$ cat src/rtl/hline_pkg.sv
package hline_pkg;
  typedef enum logic [1:0] {
    ST_IDLE   = 2'd0,
    ST_WAIT   = 2'd1,
    ST_SAMPLE = 2'd2,
    ST_DONE   = 2'd3
  } line_state_t;

  localparam logic SEL_OFFSET = 1'b0;
  localparam logic SEL_PERIOD = 1'b1;
endpackage

$ cat src/rtl/hline_tick_gen.sv
module hline_tick_gen #(
  parameter int TICK_DIV = 10,
  localparam int CNT_W = (TICK_DIV > 1) ? $clog2(TICK_DIV) : 1
) (
  input  logic clk,
  input  logic rst_n,
  input  logic restart,
  output logic tick
);
  localparam logic [CNT_W-1:0] LAST = CNT_W'(TICK_DIV - 1);

  logic [CNT_W-1:0] cnt_q, cnt_d;

  assign tick = (cnt_q == LAST);

  always_comb begin
    if (restart || tick) cnt_d = '0;
    else                 cnt_d = cnt_q + 1'b1;
  end

  always_ff @(posedge clk or negedge rst_n) begin
    if (!rst_n) cnt_q <= '0;
    else        cnt_q <= cnt_d;
  end

  // Divider never exceeds its terminal value
  assert_div_range_R2: assert property (@(posedge clk) disable iff (!rst_n)
    cnt_q <= LAST);
endmodule

$ cat src/rtl/hline_cfg_regs.sv
module hline_cfg_regs
  import hline_pkg::*;
#(
  parameter int CFG_W      = 12,
  parameter int PERIOD_W   = 8,
  parameter int RST_OFFSET = 0,
  parameter int RST_PERIOD = 8
) (
  input  logic                clk,
  input  logic                rst_n,
  input  logic                we,
  input  logic                sel,
  input  logic [CFG_W-1:0]    wdata,
  input  logic                load,
  output logic [CFG_W-1:0]    act_offset,
  output logic [PERIOD_W-1:0] act_period
);
  logic [CFG_W-1:0]    pend_off_q, pend_off_d, act_off_d;
  logic [PERIOD_W-1:0] pend_per_q, pend_per_d, act_per_d;
  logic [CFG_W-1:0]    act_off_q;
  logic [PERIOD_W-1:0] act_per_q;

  always_comb begin
    pend_off_d = pend_off_q;
    pend_per_d = pend_per_q;
    if (we && sel == SEL_OFFSET) pend_off_d = wdata;
    if (we && sel == SEL_PERIOD) pend_per_d = wdata[PERIOD_W-1:0];
  end

  always_comb begin
    act_off_d = act_off_q;
    act_per_d = act_per_q;
    if (load) begin
      act_off_d = pend_off_q;
      act_per_d = (pend_per_q == '0) ? PERIOD_W'(1) : pend_per_q;
    end
  end

  always_ff @(posedge clk or negedge rst_n) begin
    if (!rst_n) begin
      pend_off_q <= CFG_W'(RST_OFFSET);
      pend_per_q <= PERIOD_W'(RST_PERIOD);
      act_off_q  <= CFG_W'(RST_OFFSET);
      act_per_q  <= PERIOD_W'(RST_PERIOD);
    end else begin
      pend_off_q <= pend_off_d;
      pend_per_q <= pend_per_d;
      act_off_q  <= act_off_d;
      act_per_q  <= act_per_d;
    end
  end

  assign act_offset = act_off_q;
  assign act_period = act_per_q;

  assert_period_nonzero_R5: assert property (@(posedge clk) disable iff (!rst_n)
    act_period != '0);

  assert_hold_between_lines_R6: assert property (@(posedge clk) disable iff (!rst_n)
    !load |=> ($stable(act_offset) && $stable(act_period)));
endmodule

$ cat src/rtl/hline_line_fsm.sv
module hline_line_fsm
  import hline_pkg::*;
#(
  parameter int CFG_W       = 12,
  parameter int PERIOD_W    = 8,
  parameter int NUM_SAMPLES = 64,
  localparam int ADDR_W = $clog2(NUM_SAMPLES),
  localparam int SCNT_W = ADDR_W + 1
) (
  input  logic                clk,
  input  logic                rst_n,
  input  logic                hs_edge,
  input  logic                tick,
  input  logic [CFG_W-1:0]    act_offset,
  input  logic [PERIOD_W-1:0] act_period,
  output logic                sample_stb,
  output logic                window_en,
  output logic [ADDR_W-1:0]   pix_addr
);
  localparam logic [SCNT_W-1:0] FULL = SCNT_W'(NUM_SAMPLES);

  line_state_t         state_q, state_d;
  logic [CFG_W-1:0]    ocnt_q, ocnt_d;
  logic [PERIOD_W-1:0] pcnt_q, pcnt_d;
  logic [SCNT_W-1:0]   scnt_q, scnt_d;
  logic                stb_q, stb_d;
  logic [ADDR_W-1:0]   addr_q, addr_d;
  logic                fire;

  always_comb begin
    state_d = state_q;
    ocnt_d  = ocnt_q;
    pcnt_d  = pcnt_q;
    fire    = 1'b0;
    if (hs_edge) begin
      state_d = ST_WAIT;
      ocnt_d  = '0;
      pcnt_d  = '0;
    end else begin
      case (state_q)
        ST_WAIT: begin
          if (tick) begin
            if (ocnt_q == act_offset) begin
              fire    = 1'b1;
              state_d = ST_SAMPLE;
              pcnt_d  = '0;
            end else begin
              ocnt_d = ocnt_q + 1'b1;
            end
          end
        end
        ST_SAMPLE: begin
          if (scnt_q == FULL) begin
            state_d = ST_DONE;
          end else if (tick) begin
            if (pcnt_q == act_period - 1'b1) begin
              fire   = 1'b1;
              pcnt_d = '0;
            end else begin
              pcnt_d = pcnt_q + 1'b1;
            end
          end
        end
        default: ;
      endcase
    end
  end

  always_comb begin
    stb_d  = fire;
    addr_d = addr_q;
    scnt_d = scnt_q;
    if (hs_edge) begin
      scnt_d = '0;
    end else if (fire) begin
      addr_d = scnt_q[ADDR_W-1:0];
      scnt_d = scnt_q + 1'b1;
    end
  end

  always_ff @(posedge clk or negedge rst_n) begin
    if (!rst_n) begin
      state_q <= ST_IDLE;
      ocnt_q  <= '0;
      pcnt_q  <= '0;
      scnt_q  <= '0;
      stb_q   <= 1'b0;
      addr_q  <= '0;
    end else begin
      state_q <= state_d;
      ocnt_q  <= ocnt_d;
      pcnt_q  <= pcnt_d;
      scnt_q  <= scnt_d;
      stb_q   <= stb_d;
      addr_q  <= addr_d;
    end
  end

  assign sample_stb = stb_q;
  assign window_en  = (state_q == ST_SAMPLE);
  assign pix_addr   = addr_q;

  assert_stb_in_window_R4: assert property (@(posedge clk) disable iff (!rst_n)
    sample_stb |-> window_en);

  assert_count_limit_R3: assert property (@(posedge clk) disable iff (!rst_n)
    scnt_q <= FULL);

  assert_stb_on_tick_R2: assert property (@(posedge clk) disable iff (!rst_n)
    sample_stb |-> $past(tick));

  assert_sync_abort_R7: assert property (@(posedge clk) disable iff (!rst_n)
    hs_edge |=> (!sample_stb && !window_en));
endmodule

$ cat src/rtl/hline_sampler.sv
module hline_sampler #(
  parameter int TICK_DIV    = 10,
  parameter int NUM_SAMPLES = 64,
  parameter int CFG_W       = 12,
  parameter int PERIOD_W    = 8,
  parameter int RST_OFFSET  = 0,
  parameter int RST_PERIOD  = 8,
  parameter int RST_STAGES  = 2,
  localparam int ADDR_W = $clog2(NUM_SAMPLES)
) (
  input  logic              clk,
  input  logic              rst_n,
  input  logic              hsync,
  input  logic              cfg_we,
  input  logic              cfg_sel,
  input  logic [CFG_W-1:0]  cfg_wdata,
  output logic              sample_stb,
  output logic              window_en,
  output logic [ADDR_W-1:0] pix_addr
);
  logic [RST_STAGES-1:0] rst_pipe;
  logic                  rst_int_n;
  logic                  hs_q;
  logic                  hs_edge;
  logic                  tick;
  logic [CFG_W-1:0]      act_offset;
  logic [PERIOD_W-1:0]   act_period;

  // reset: asserted at once, released after RST_STAGES clock edges
  always_ff @(posedge clk or negedge rst_n) begin
    if (!rst_n) rst_pipe <= '0;
    else        rst_pipe <= {rst_pipe[RST_STAGES-2:0], 1'b1};
  end
  assign rst_int_n = rst_pipe[RST_STAGES-1];

  always_ff @(posedge clk or negedge rst_int_n) begin
    if (!rst_int_n) hs_q <= 1'b0;
    else            hs_q <= hsync;
  end
  assign hs_edge = hsync & ~hs_q;

  hline_tick_gen #(.TICK_DIV(TICK_DIV)) u_tick (
    .clk     (clk),
    .rst_n   (rst_int_n),
    .restart (hs_edge),
    .tick    (tick)
  );

  hline_cfg_regs #(
    .CFG_W(CFG_W), .PERIOD_W(PERIOD_W),
    .RST_OFFSET(RST_OFFSET), .RST_PERIOD(RST_PERIOD)
  ) u_cfg (
    .clk        (clk),
    .rst_n      (rst_int_n),
    .we         (cfg_we),
    .sel        (cfg_sel),
    .wdata      (cfg_wdata),
    .load       (hs_edge),
    .act_offset (act_offset),
    .act_period (act_period)
  );

  hline_line_fsm #(
    .CFG_W(CFG_W), .PERIOD_W(PERIOD_W), .NUM_SAMPLES(NUM_SAMPLES)
  ) u_fsm (
    .clk        (clk),
    .rst_n      (rst_int_n),
    .hs_edge    (hs_edge),
    .tick       (tick),
    .act_offset (act_offset),
    .act_period (act_period),
    .sample_stb (sample_stb),
    .window_en  (window_en),
    .pix_addr   (pix_addr)
  );

  // a held sync level produces no second edge
  assert_edge_once_R9: assert property (@(posedge clk) disable iff (!rst_int_n)
    hs_edge |=> !hs_edge);
endmodule

$ cat config.mk
export PLATFORM = sky130hd
export DESIGN_NAME = hline_sampler
export DESIGN_NICKNAME = d
export VERILOG_FILES = /design/src/rtl/hline_pkg.sv /design/src/rtl/hline_tick_gen.sv /design/src/rtl/hline_cfg_regs.sv /design/src/rtl/hline_line_fsm.sv /design/src/rtl/hline_sampler.sv
export SDC_FILE = /design/constraint.sdc
export NUM_CORES = 1
export LEC_CHECK = 0
export CORE_MARGIN = 4
export CORE_UTILIZATION = 55
export DETAILED_ROUTE_END_ITERATION = 10
export DONT_BUFFER_PORTS = 1
export HOLD_SLACK_MARGIN = 0.06
export PLACE_DENSITY = 0.77
export SYNTH_ARGS = -nofsm -noshare
export SYNTH_HDL_FRONTEND = slang
export SYNTH_SLANG_ARGS = --single-unit
$ cat constraint.sdc
create_clock -name clk -period 2.7 [get_ports clk]
set_clock_uncertainty 0.1 [all_clocks]
set_input_delay 0 -clock clk [delete_from_list [all_inputs] [get_ports clk]]
set_output_delay 0 -clock clk [all_outputs]
set_load 0.01 [all_outputs]
After elaboration in Yosys (flattened, before gate mapping):

Index checks and enable logic that the tools add are counted.

* register bits: 83
* logic and storage cells: 73

* add/sub/neg operators: 5
* equal/unequal tests: 12
* multiplexer cells: 27
* bitwise logic cells: 4
* reductions and logical operators: 12

Operators with widths (count)
* 2-to-1 mux 8 bit: 7
* 2-to-1 mux 12 bit: 4
* one-hot mux 8 bit (2 select lines): 1
* 2-to-1 mux 7 bit: 2
* adder 12 x 1 -> 12 bit (second input constant): 1
* equality test 12 bit: 1
* inequality test 3 x 1 -> 1 bit (second input constant): 4
* adder 8 x 1 -> 8 bit (second input constant): 1
* equality test 8 bit: 1
* logical NOT 8 bit: 1
* 2-to-1 mux 2 bit: 4
* subtractor 8 x 1 -> 8 bit (second input constant): 1
* adder 7 x 1 -> 7 bit (second input constant): 1
* equality test 7 bit (second input constant): 1
* 2-to-1 mux 1 bit: 6
* nonzero test 2 bit: 3
* AND reduction 5 bit: 1
* adder 4 x 1 -> 4 bit (second input constant): 1
* equality test 4 bit (second input constant): 1
* 2-to-1 mux 4 bit: 1
* one-hot mux 2 bit (2 select lines): 1
* AND reduction 4 bit: 1
* inequality test 3 x 2 -> 1 bit (second input constant): 1
* NOT 1 bit: 3
* 10 further kinds: 11

Logic depth before layout (Yosys ltp):

Gate-level depths: netlist (run 1).

* word-level depth: 9
* mapped depth: 9
* gate-level depth less buffers: 8

By module:

From an unflattened synthesis (run 1), not the netlist that was laid out.

* cells, all modules: 355
* area total of the unflattened synthesis: 4048.9 um^2

By module, submodules not included
* hline_line_fsm: instances 1, cells an instance 242, area an instance 2243.4 um^2, seq. area each 900.9 um^2
* hline_cfg_regs: instances 1, cells an instance 88, area an instance 1508.9 um^2, seq. area each 1003.5 um^2
* hline_tick_gen: instances 1, cells an instance 20, area an instance 203.9 um^2, seq. area each 100.1 um^2
* hline_sampler: instances 1, cells an instance 5, area an instance 92.6 um^2, seq. area each 75.1 um^2

Worst setup path after synthesis (run 1):

OpenSTA, ideal clock, no wires.

* path kind: register -> register
* start point: register u_fsm.state_q[0]
* end point: register u_fsm.pcnt_q[7]
* setup time: 0.078 ns
* arrival: 2.272 ns
* setup slack: 0.251 ns
* stages on the path, launching flop included: 10
* buffers on the path: 1
* cell sequence: dfrtp_1 > inv_1 > ha_1 > or2_2 > o211ai_1 > or4_4 > and2_4 > buf_6 > or4_1 > a21oi_1

* longest elaborated chain between the ends: 3

RTL lines
* start, declared: line hline_line_fsm.sv:22 `line_state_t state_q, state_d;`
* start signal, assigned: line hline_line_fsm.sv:90 `state_q <= state_d;`
* equality test 2 bit *
* via window_en: line hline_sampler.sv:18 `output logic window_en,`
* inequality test 3 x 1 -> 1 bit (no line) (tied with other cells)
* AND reduction 5 bit (no line) or 2-to-1 mux 8 bit (tied branches)
* end signal, assigned: line hline_line_fsm.sv:92 `pcnt_q <= pcnt_d;`
* end, declared: line hline_line_fsm.sv:24 `logic [PERIOD_W-1:0] pcnt_q, pcnt_d;`

Mark *: on every way through the listed nets, which the timed path passes. The rest lies on a longest branch.
A chain may end at the register's enable or synchronous reset.

Worst setup path after layout (run 1):

* start point: register u_fsm.state_q[0]
* end point: register u_fsm.pcnt_q[7]

* longest elaborated chain between the ends: 3

RTL lines
* equality test 2 bit or equality test 2 x 1 -> 1 bit (tied branches): line hline_line_fsm.sv:40 `case (state_q)`
* inequality test 3 x 1 -> 1 bit (no line) (tied with other cells)
* AND reduction 5 bit (no line) or 2-to-1 mux 8 bit (tied branches)

Parallel ways exist; a longest one is shown, timed or not.

==> metrics.txt, run 1 <==
status completed; Min-Delay Path Class in -> reg; DRT met1 WL 3880 microns; RSZ-0062 raised after global routing false; Final Non-Filler Cells 525; Setup CP Type reg -> reg; area leader, netlist dfrtp_1; Period Utilization, post-route 0.9262; Synth Cell Area 4044 sq um; reg-to-reg slack, setup ~200 ps; # IOs 25; Setup TNS Final 0 ps; Max Root-Sink Buffers 2; Crit path arrival time about 2700 ps; total iterations of the first detailed-routing run 4; WP data required 2880 ps; Syn-to-layout area delta 14.02%; Syn Inst Count ~400; Hold Startpoint hsync; Clock Latency Late Sink 360 ps; first-pass GRT wire length roughly 14000 microns; Hold Path Depth 1; # H-tree levels 3; count of cell types in the netlist between 50 and 60; Setup WS post-layout approximately 200 ps; Main synth FF type dfrtp_1; logic gate share of total power 0.153; placer congestion estimate 0.8812; dpl cells 487; Total Die Area 8788 sq um; Initial DRC Count ~220; Peak Freq 399.9 MHz; CTS tree yes; Warnings, synthesis 0; reg2reg start u_fsm.state_q[0]; number of synthesized flops with an enable pin 0; switching power 0.8666 mW; GRT Util Overall 0.2048; vias in the first global route 2864; asr flop ratio synth 1.000; Post-CTS Setup Inserts 0; switching share of power 0.3068; Filler Cell Count 534; row cnt 30; crit path launch type flop; initial core utilization 0.5792; ratio of cells with drive above 1 in the final layout 0.1562; FF-to-FF End u_fsm.pcnt_q[7]; Die Y about 94 microns; Via Count ~3000; Leakage 1.972 nW; Worst Hold End hs_q; Detail Route met2 WL between 4000 and 5000 microns; slew at the pin with the worst max-slew slack 1095 ps; final WL 8405 microns; Pint 1.958 mW; average wire per standard cell 16.01 microns; grt total ovfl 0; Worst Path Max Fanout 10; synth top area cells dfrtp_1 (50%), nand2_1 (7.4%), mux2_2 (7.0%); Clock transition at path regs 90 ps; reg2reg path depth 8; Setup-failing EPs final 0; area of the core between 6000 and 7000 sq um; root buf cell clkbuf_8; post-synth top area share 0.5012; syn_nets roughly 420; fin nets 450; Final Slew Violations 0; Peak VDD IR 572.5 uV; detailed-route DRC error count 0; min cycle time layout 2501 ps; total chip power 2.825 mW; commonest non-fill, non-tap cells in the layout nand2_1 (80), dfrtp_1 (80), xnor2_1 (32); Clock power frac 0.307; clock buffer count from CTS 9; syn_area_per_cell 10.19 sq um; met3 wire len 333 microns; chip width 93.75 microns; largest net degree at the start of global routing 82; Fin. Hold Viols 0; Seq pwr share 0.540; maxcap violations 0; HPWL after DPL 5520 microns; Seq/Total Area, Yosys 0.5142; Max Used Layer met4; Rel. slew slack 0.2684; Worst setup EP type flop; initial antenna violation count 0; Clock Sinks slightly above 80; number of port buffers 0; worst slack, placed 159.8 ps; Final ANT Viol Nets 0; FF+latch count, synth 83; cell area power density 612.7 nW/um^2; diode count 0; vias per cell roughly 5.7
[power groups by stage]
stage	clock (mW)	sequential, mW	combinational (mW)
after CTS	0.882	1.52	0.413
after global routing	0.944	1.55	0.482
final	0.869	1.52	0.432
after detailed placement	0	1.54	0.374
after floorplan	0	1.50	0.322
after global placement	0	1.54	0.357
[repair_timing]
item / 4_1_cts / 5_1_grt
endpoints found under the setup margin: 0 / 15
gates resized for setup: 0 / 4
hold buffers: 22 / 0
endpoints found under the hold margin: 33 / 0
[state kept, by name, indices dropped and copies added, names as in the netlist, 2 cells and up]
register,count
u_fsm.pix_addr,6
u_fsm.ocnt_q,12
u_cfg.act_period,8
rst_pipe,2
u_fsm.state_q,2
u_cfg.pend_off_q,12
u_cfg.act_offset,12
u_fsm.pcnt_q,8
u_cfg.pend_per_q,8
u_tick.cnt_q,4
u_fsm.scnt_q,7
[metal layers]
metal  vias up  GRT usage
li1       1417          -
met4         0    0.06859
met2        71     0.3116
met3        14    0.04888
met5         -          0
met1      1479     0.2886
[per-stage QoR]
| step | util | area [sq um] | hold WS (ps) |
|---|---|---|---|
| global route | 0.6604 | 4611 | 144.2 |
| global placement | 0.5966 | 4165 | -395.5 |
| CTS | 0.6556 | 4577 | 136.8 |
| finish | 0.6604 | 4611 | 162.5 |
| floorplan | - | 4044 | -395.6 |
| detailed placement | 0.5966 | 4165 | -395.5 |
[worst max-delay path, stage by stage, from the launching register on]
cell	delay (ps)
dfrtp_1	400
inv_1	80
ha_1	290
or2_2	160
o211ai_1	110
or4_4	450
and2_4	190
or4_1	500
a21oi_1	160
[area by class of cell]
cell class,instances,area (sq um),share of cell area
clock buffers,9,123.9,0.02687
clock inverters,7,67.56,0.01465
inverters,14,52.55,0.01140
flip-flops and latches,83,2083,0.4518
well taps,96,120.1,0.02605
repair buffers,29,272.8,0.05916
multi-input cells,287,1891,0.4100
[synth_stat cells (9+ instances only)]
cell	count
a21oi_1	16
clkbuf_1	9
dfrtp_1	81
ha_1	9
inv_1	14
mux2_2	25
nand2_1	80
nand3_1	10
nor2_1	23
o21ai_0	14
xnor2_1	32
[kinds of logic (layout without fill, tap and decap cells)]
kind of cell    Yosys count  in the layout  share of synthesized area
buf+inv                  27             59                    0.02723
xor+xnor                 35             35                    0.07581
fa+ha+maj                 9              9                    0.02785
simple gates            157            157                     0.1856
compound gates           58             58                    0.09375
flops                    83             83                     0.5142
mux                      27             27                    0.07457
other cells               1              1                  0.0009273
[worst max-delay path by stage]
stage	from	end	slack [ps]	cells past startpoint
global route	u_fsm.state_q[0]	u_fsm.pcnt_q[7]	30	8
detailed placement	u_tick.cnt_q[1]	u_fsm.ocnt_q[11]	160	9
CTS	u_tick.cnt_q[1]	u_fsm.ocnt_q[11]	140	9
global placement	u_tick.cnt_q[1]	u_fsm.ocnt_q[11]	250	9
floorplan	rst_pipe[1]	hs_q	120	0
finish	u_fsm.state_q[0]	u_fsm.pcnt_q[7]	200	8
No activity file was read; power rests on OpenSTA's default activity.
==> inputs of run 2 (changes only) <==
--- a/config.mk
+++ b/config.mk
@@ -6,11 +6,11 @@
 export NUM_CORES = 1
 export LEC_CHECK = 0
 export CORE_MARGIN = 4
-export CORE_UTILIZATION = 55
+export CORE_UTILIZATION = 50
 export DETAILED_ROUTE_END_ITERATION = 10
 export DONT_BUFFER_PORTS = 1
 export HOLD_SLACK_MARGIN = 0.06
-export PLACE_DENSITY = 0.77
+export PLACE_DENSITY = 0.72
 export SYNTH_ARGS = -nofsm -noshare
 export SYNTH_HDL_FRONTEND = slang
 export SYNTH_SLANG_ARGS = --single-unit
==> metrics.txt, run 2 (same netlist as run 1, synthesis figures left out) <==
total iterations of the first detailed-routing run 4 (unchanged); Initial DRC Count 145 (-33%); vias in the first global route 2962 (+3.4%); sequential cell area 2083 sq um (unchanged); HPWL after DPL 5626 microns (+1.9%); Via Count 2930 (-1.7%); CTS tree yes; slew at the pin with the worst max-slew slack 596.6 ps (-498.5 ps); Hold Slack 63.50 ps (-99.03 ps); Crit path arrival time 2770 ps (+90 ps); Clock power frac 0.302 (-0.005); diode count 0 (unchanged); grt total ovfl 0 (unchanged); reg2reg path depth 9 (+1); Fin. Hold Viols 0 (unchanged); initial core utilization 0.5179 (-0.06126); # H-tree levels 3 (unchanged); placer congestion estimate 0.8795 (-0.19%); GRT Util Overall 0.1790 (-0.02586); fin nets 449 (-0.22%); switching share of power 0.2997 (-0.007054); Die Y 97.93 microns (+4.5%); final WL 8123 microns (-3.4%); crit path launch type flop; Clock Latency Late Sink 350 ps (about the same); min cycle time layout 2593 ps (+92.04 ps); Pint 1.942 mW (-0.84%); Min-Delay Path Class in -> reg; Filler Cell Count 663 (+24%); average wire per standard cell 15.33 microns (-4.3%); detailed-route DRC error count 0 (unchanged); maxcap violations 0 (unchanged); Setup TNS Final 0 ps (unchanged); crit path cell chain inv_1 -> ha_1 -> and3b_1 -> and2_1 -> o31ai_1 -> buf_4 -> a2111oi_2 -> or3b_2 -> a21oi_1; largest net degree at the start of global routing 58 (-29%); Final ANT Viol Nets 0 (unchanged); ratio of cells with drive above 1 in the final layout 0.1589 (+0.002701); Clock transition at path regs 90 ps (about the same); RSZ-0062 raised after global routing false; number of port buffers 0 (unchanged); # IOs 25 (unchanged); Setup-failing EPs final 0 (unchanged); Final Slew Violations 0 (unchanged); row cnt 32 (+6.7%); Peak Freq 385.7 MHz (-3.5%); Peak VDD IR 527.8 uV (-7.8%); Clock Sinks 83 (unchanged); first-pass GRT wire length 14060 microns (unchanged); Total Die Area 9590 sq um (+9.1%); chip width 97.93 microns (+4.5%); Leakage 1.962 nW (-0.48%); root buf cell clkbuf_8; slowest stage delay, CP 480 ps (-20 ps); cell area power density 605.0 nW/um^2 (-1.3%); Setup CP Type reg -> reg; Crit-path slowest cell a2111oi_2; FF-to-FF End u_fsm.ocnt_q[11]; Max Root-Sink Buffers 2 (unchanged); vias per cell 5.528 (-2.6%); Seq pwr share 0.542 (+0.002); reg-to-reg slack, setup 110 ps (-90 ps); multi-input logic area 1864 sq um (-1.4%); switching power 0.8311 mW (-4.1%); reg2reg start u_tick.cnt_q[1]; Hold Startpoint cfg_we; critical path startpoint u_tick.cnt_q[1]; Rel. slew slack 0.5920 (+0.3236); commonest non-fill, non-tap cells in the layout nand2_1 (80), dfrtp_1 (80), xnor2_1 (32); initial antenna violation count 0 (unchanged); capture point of the critical path u_fsm.ocnt_q[11]; area of the core 7807 sq um (+12%); WP data required 2880 ps (about the same); Syn-to-layout area delta 13.34%; Worst Path Max Fanout 12 (+2); clock buffer count from CTS 9 (unchanged); Period Utilization, post-route 0.9603 (+0.03409); status completed; logic gate share of total power 0.156 (+0.003); Worst setup EP type flop
run 2: worst min-delay path by stage:
stage                                to  slack, ps  cells after the start
finish              u_cfg.pend_per_q[2]         60                      2
CTS                 u_cfg.pend_off_q[2]         70                      3
detailed placement          rst_pipe[0]       -400                      0
global route        u_cfg.pend_per_q[2]         80                      2
floorplan                   rst_pipe[0]       -400                      0
global placement            rst_pipe[0]       -400                      0
run 2: area by class of cell:
type / instances / area share
inverters: 14 / 0.01147
well taps: 102 / 0.02785
repair buffers: 28 / 0.05897
clock buffers: 9 / 0.02703
multi-input cells: 287 / 0.4068
flip-flops and latches: 83 / 0.4545
clock inverters: 7 / 0.01338
run 2: power groups by stage:
stage,clock network [mW],registers [mW],logic (mW)
finish,0.838,1.50,0.431
global route,0.908,1.53,0.486
CTS,0.853,1.51,0.430
detailed placement,0,1.53,0.397
global placement,0,1.52,0.378
floorplan,0,1.50,0.322
run 2: metal layers:
layer | vias to the layer above | part of all wire | global-route usage
met1 | 1449 | 0.45 | 0.2437
met5 | - | 0 | 0
met2 | 53 | 0.50 | 0.2885
met3 | 12 | 0.034 | 0.02500
met4 | 0 | 0.015 | 0.07455
li1 | 1416 | - | -
run 2: worst max-delay path: cells and delay by family, from the launching register on:
family                     cells  cell delay [ps]
DFF                            1              410
and+or+nand+nor                3              880
adders and majority gates      1              160
buffers and inverters          2              250
AOI/OAI and AO/OA              3              720
run 2: per-stage QoR:
step | total power [mW] | util | std cells | setup slack [ps] | cell area [sq um]
6_report | 2.773 | 0.5870 | 530 | 107.2 | 4583
5_1_grt | 2.920 | 0.5870 | 530 | 32.31 | 4583
4_1_cts | 2.788 | 0.5861 | 530 | 138.2 | 4576
3_5_place_dp | 1.926 | 0.5380 | 495 | 155.9 | 4200
3_3_place_gp | 1.900 | 0.5380 | 495 | 233.2 | 4200
2_1_floorplan | 1.818 | - | 397 | 120.6 | 4044
run 2: what timing repair did:
action / CTS / global route
resized for setup: 0 / 1
setup endpoints to repair: 0 / 1
hold buffers: 19 / 0
hold endpoints to repair: 33 / 0
buffers inserted: 0 / 0
==> inputs of run 3 (changes only) <==
--- a/config.mk
+++ b/config.mk
@@ -10,7 +10,8 @@
 export DETAILED_ROUTE_END_ITERATION = 10
 export DONT_BUFFER_PORTS = 1
 export HOLD_SLACK_MARGIN = 0.06
-export PLACE_DENSITY = 0.72
+export PLACE_DENSITY = 0.69
+export SLEW_MARGIN = 20
 export SYNTH_ARGS = -nofsm -noshare
 export SYNTH_HDL_FRONTEND = slang
 export SYNTH_SLANG_ARGS = --single-unit
==> constraint.sdc (replaced) <==
create_clock -name clk -period 3.3 [get_ports clk]
set_clock_uncertainty 0.1 [all_clocks]
set_input_delay 0 -clock clk [delete_from_list [all_inputs] [get_ports clk]]
set_output_delay 0 -clock clk [all_outputs]
set_load 0.01 [all_outputs]
==> metrics.txt, run 3 (same netlist as run 1, synthesis figures left out) <==
status completed; M3 GR Usage 0.02929 (+0.004286); root buf cell clkbuf_8; Crit-path slowest cell nor4b_1; grt met2 use 0.2743 (-0.01414); # IOs 25 (unchanged); total chip power 2.323 mW (-16%); Worst setup EP type flop; Final ANT Viol Nets 0 (unchanged); CTS tree yes; Period Utilization, post-route 0.8141 (-0.1462); Via Count 2897 (-1.1%); chip width 97.93 microns (unchanged); Total Die Area 9590 sq um (unchanged); grt met1 use 0.2574 (+0.01373); placer congestion estimate 0.8854 (+0.67%); GRT Util Overall 0.1834 (+0.004454); fin nets 447 (-0.45%); Hold Path Depth 2 (unchanged); min cycle time layout 2686 ps (+93.61 ps); total iterations of the first detailed-routing run 5 (+1); Max Root-Sink Buffers 2 (unchanged); Setup TNS Final 0 ps (unchanged); Min-Delay Path Class in -> reg; cell area power density 505.8 nW/um^2 (-16%); WP data required 3490 ps (+610 ps); reg-to-reg slack, setup 610 ps (+510 ps); crit path cell chain inv_1 -> ha_1 -> and3b_1 -> and2_1 -> nor4b_1 -> a32oi_1 -> or3_1 -> a21oi_1; Leakage 1.956 nW (-0.33%); final WL 8139 microns (+0.20%); Worst Path Max Fanout 8 (-4); first-pass GRT wire length 14230 microns (+1.2%); Hold Slack 58.62 ps (-4.881 ps); largest net degree at the start of global routing 82 (+41%); Final Non-Filler Cells 528 (-0.38%); Hold Startpoint cfg_we; vias per cell 5.487 (-0.75%); Syn-to-layout area delta 13.55%; detailed-route DRC error count 0 (unchanged); FF-to-FF End u_fsm.scnt_q[4]; Peak VDD IR 392.0 uV (-26%); Clock Latency Late Sink 360 ps (about the same); commonest non-fill, non-tap cells in the layout nand2_1 (80), dfrtp_1 (80), xnor2_1 (32); Initial DRC Count 91 (-37%); average wire per standard cell 15.41 microns (+0.58%); number of port buffers 0 (unchanged); Peak Freq 372.2 MHz (-3.5%); ratio of cells with drive above 1 in the final layout 0.1479 (-0.01099); Worst Hold End u_cfg.pend_off_q[10]; crit path launch type flop; row cnt 32 (unchanged); Setup CP Type reg -> reg; Fin. Hold Viols 0 (unchanged); Rel. slew slack 0.5251 (-0.06688); slew at the pin with the worst max-slew slack 702.5 ps (+105.8 ps); final core occ 0.5881 (+0.001122); HPWL after DPL 5310 microns (-5.6%); initial antenna violation count 0 (unchanged); vias in the first global route 2936 (-0.88%); Final Slew Violations 0 (unchanged); Setup-failing EPs final 0 (unchanged); dpl cells 489 (-1.2%); initial core utilization 0.5179 (unchanged); reg2reg start u_tick.cnt_q[1]; reg2reg path depth 8 (-1); # H-tree levels 3 (unchanged); grt total ovfl 0 (unchanged); slowest stage delay, CP 590 ps (+110 ps); clock buffer count from CTS 9 (unchanged); Clock transition at path regs 90 ps (about the same); diode count 0 (unchanged); Crit path arrival time 2880 ps (+110 ps); maxcap violations 0 (unchanged); RSZ-0062 raised after global routing false; Die Y 97.93 microns (unchanged); Clock Sinks 83 (unchanged); GRT Max-Usage Layer met2; area of the core 7807 sq um (unchanged)
run 3: cell count changes in the layout (fill, tap and decap cells not counted), sizes merged:
| cell | delta |
|---|---|
| buf | -5 |
| bufinv | +1 |
| clkinv | -1 |
| clkinvlp | +1 |
| dlygate4sd3 | +3 |
| inv | -1 |
run 3: area by class of cell:
cell class              count  area, sq um
fillers                   642         3216
flip-flops and latches     83         2083
multi-input cells         287         1859
repair buffers             26        270.3
well taps                 102        127.6
clock buffers               9        123.9
clock inverters             7        75.07
inverters                  14        52.55
run 3: worst max-delay path by stage:
stage | to | slack [ps] | startpoint | depth (start not counted)
floorplan | hs_q | 720 | rst_pipe[1] | 0
global placement | u_fsm.pix_addr[4] | 750 | u_tick.cnt_q[1] | 8
detailed placement | u_fsm.scnt_q[4] | 640 | u_cfg.act_period[0] | 8
CTS | u_fsm.scnt_q[4] | 640 | u_tick.cnt_q[1] | 8
global route | u_fsm.scnt_q[4] | 420 | u_cfg.act_period[0] | 8
finish | u_fsm.scnt_q[4] | 610 | u_tick.cnt_q[1] | 8
run 3: per-layer routing:
metal	up-vias	wire length, microns
met3	15	195
met5	-	0
li1	1418	-
met1	1419	4033
met2	45	3703
met4	0	206
run 3: per-stage QoR:
| stage | area, sq um | setup slack (ps) |
|---|---|---|
| 6_report | 4592 | 613.6 |
| 5_1_grt | 4592 | 423.3 |
| 4_1_cts | 4562 | 643.9 |
| 3_5_place_dp | 4143 | 641.0 |
| 3_3_place_gp | 4143 | 753.5 |
| 2_1_floorplan | 4044 | 720.6 |
run 3: what timing repair did:
item	in CTS	in global routing
hold endpoints to repair	29	0
setup buffers	0	0
resized for setup	0	0
hold buffers	22	0
endpoints found under the setup margin	0	0
run 3: worst max-delay path, delay by kind of cell, from the launching register on:
| family | cells | cell delay (ps) |
|---|---|---|
| flip-flops | 1 | 410 |
| buffers and inverters | 1 | 60 |
| AND/OR/NAND/NOR | 4 | 1420 |
| AO/OA/AOI/OAI | 2 | 470 |
| adder cells (fa/ha/maj) | 1 | 150 |
run 3: power breakdown:
group	switching (mW)	internal, mW	total (mW)	leakage [nW]
combinational	0.173	0.178	0.351	0.802
sequential	0.104	1.12	1.23	1.06
clock	0.389	0.353	0.743	0.0923
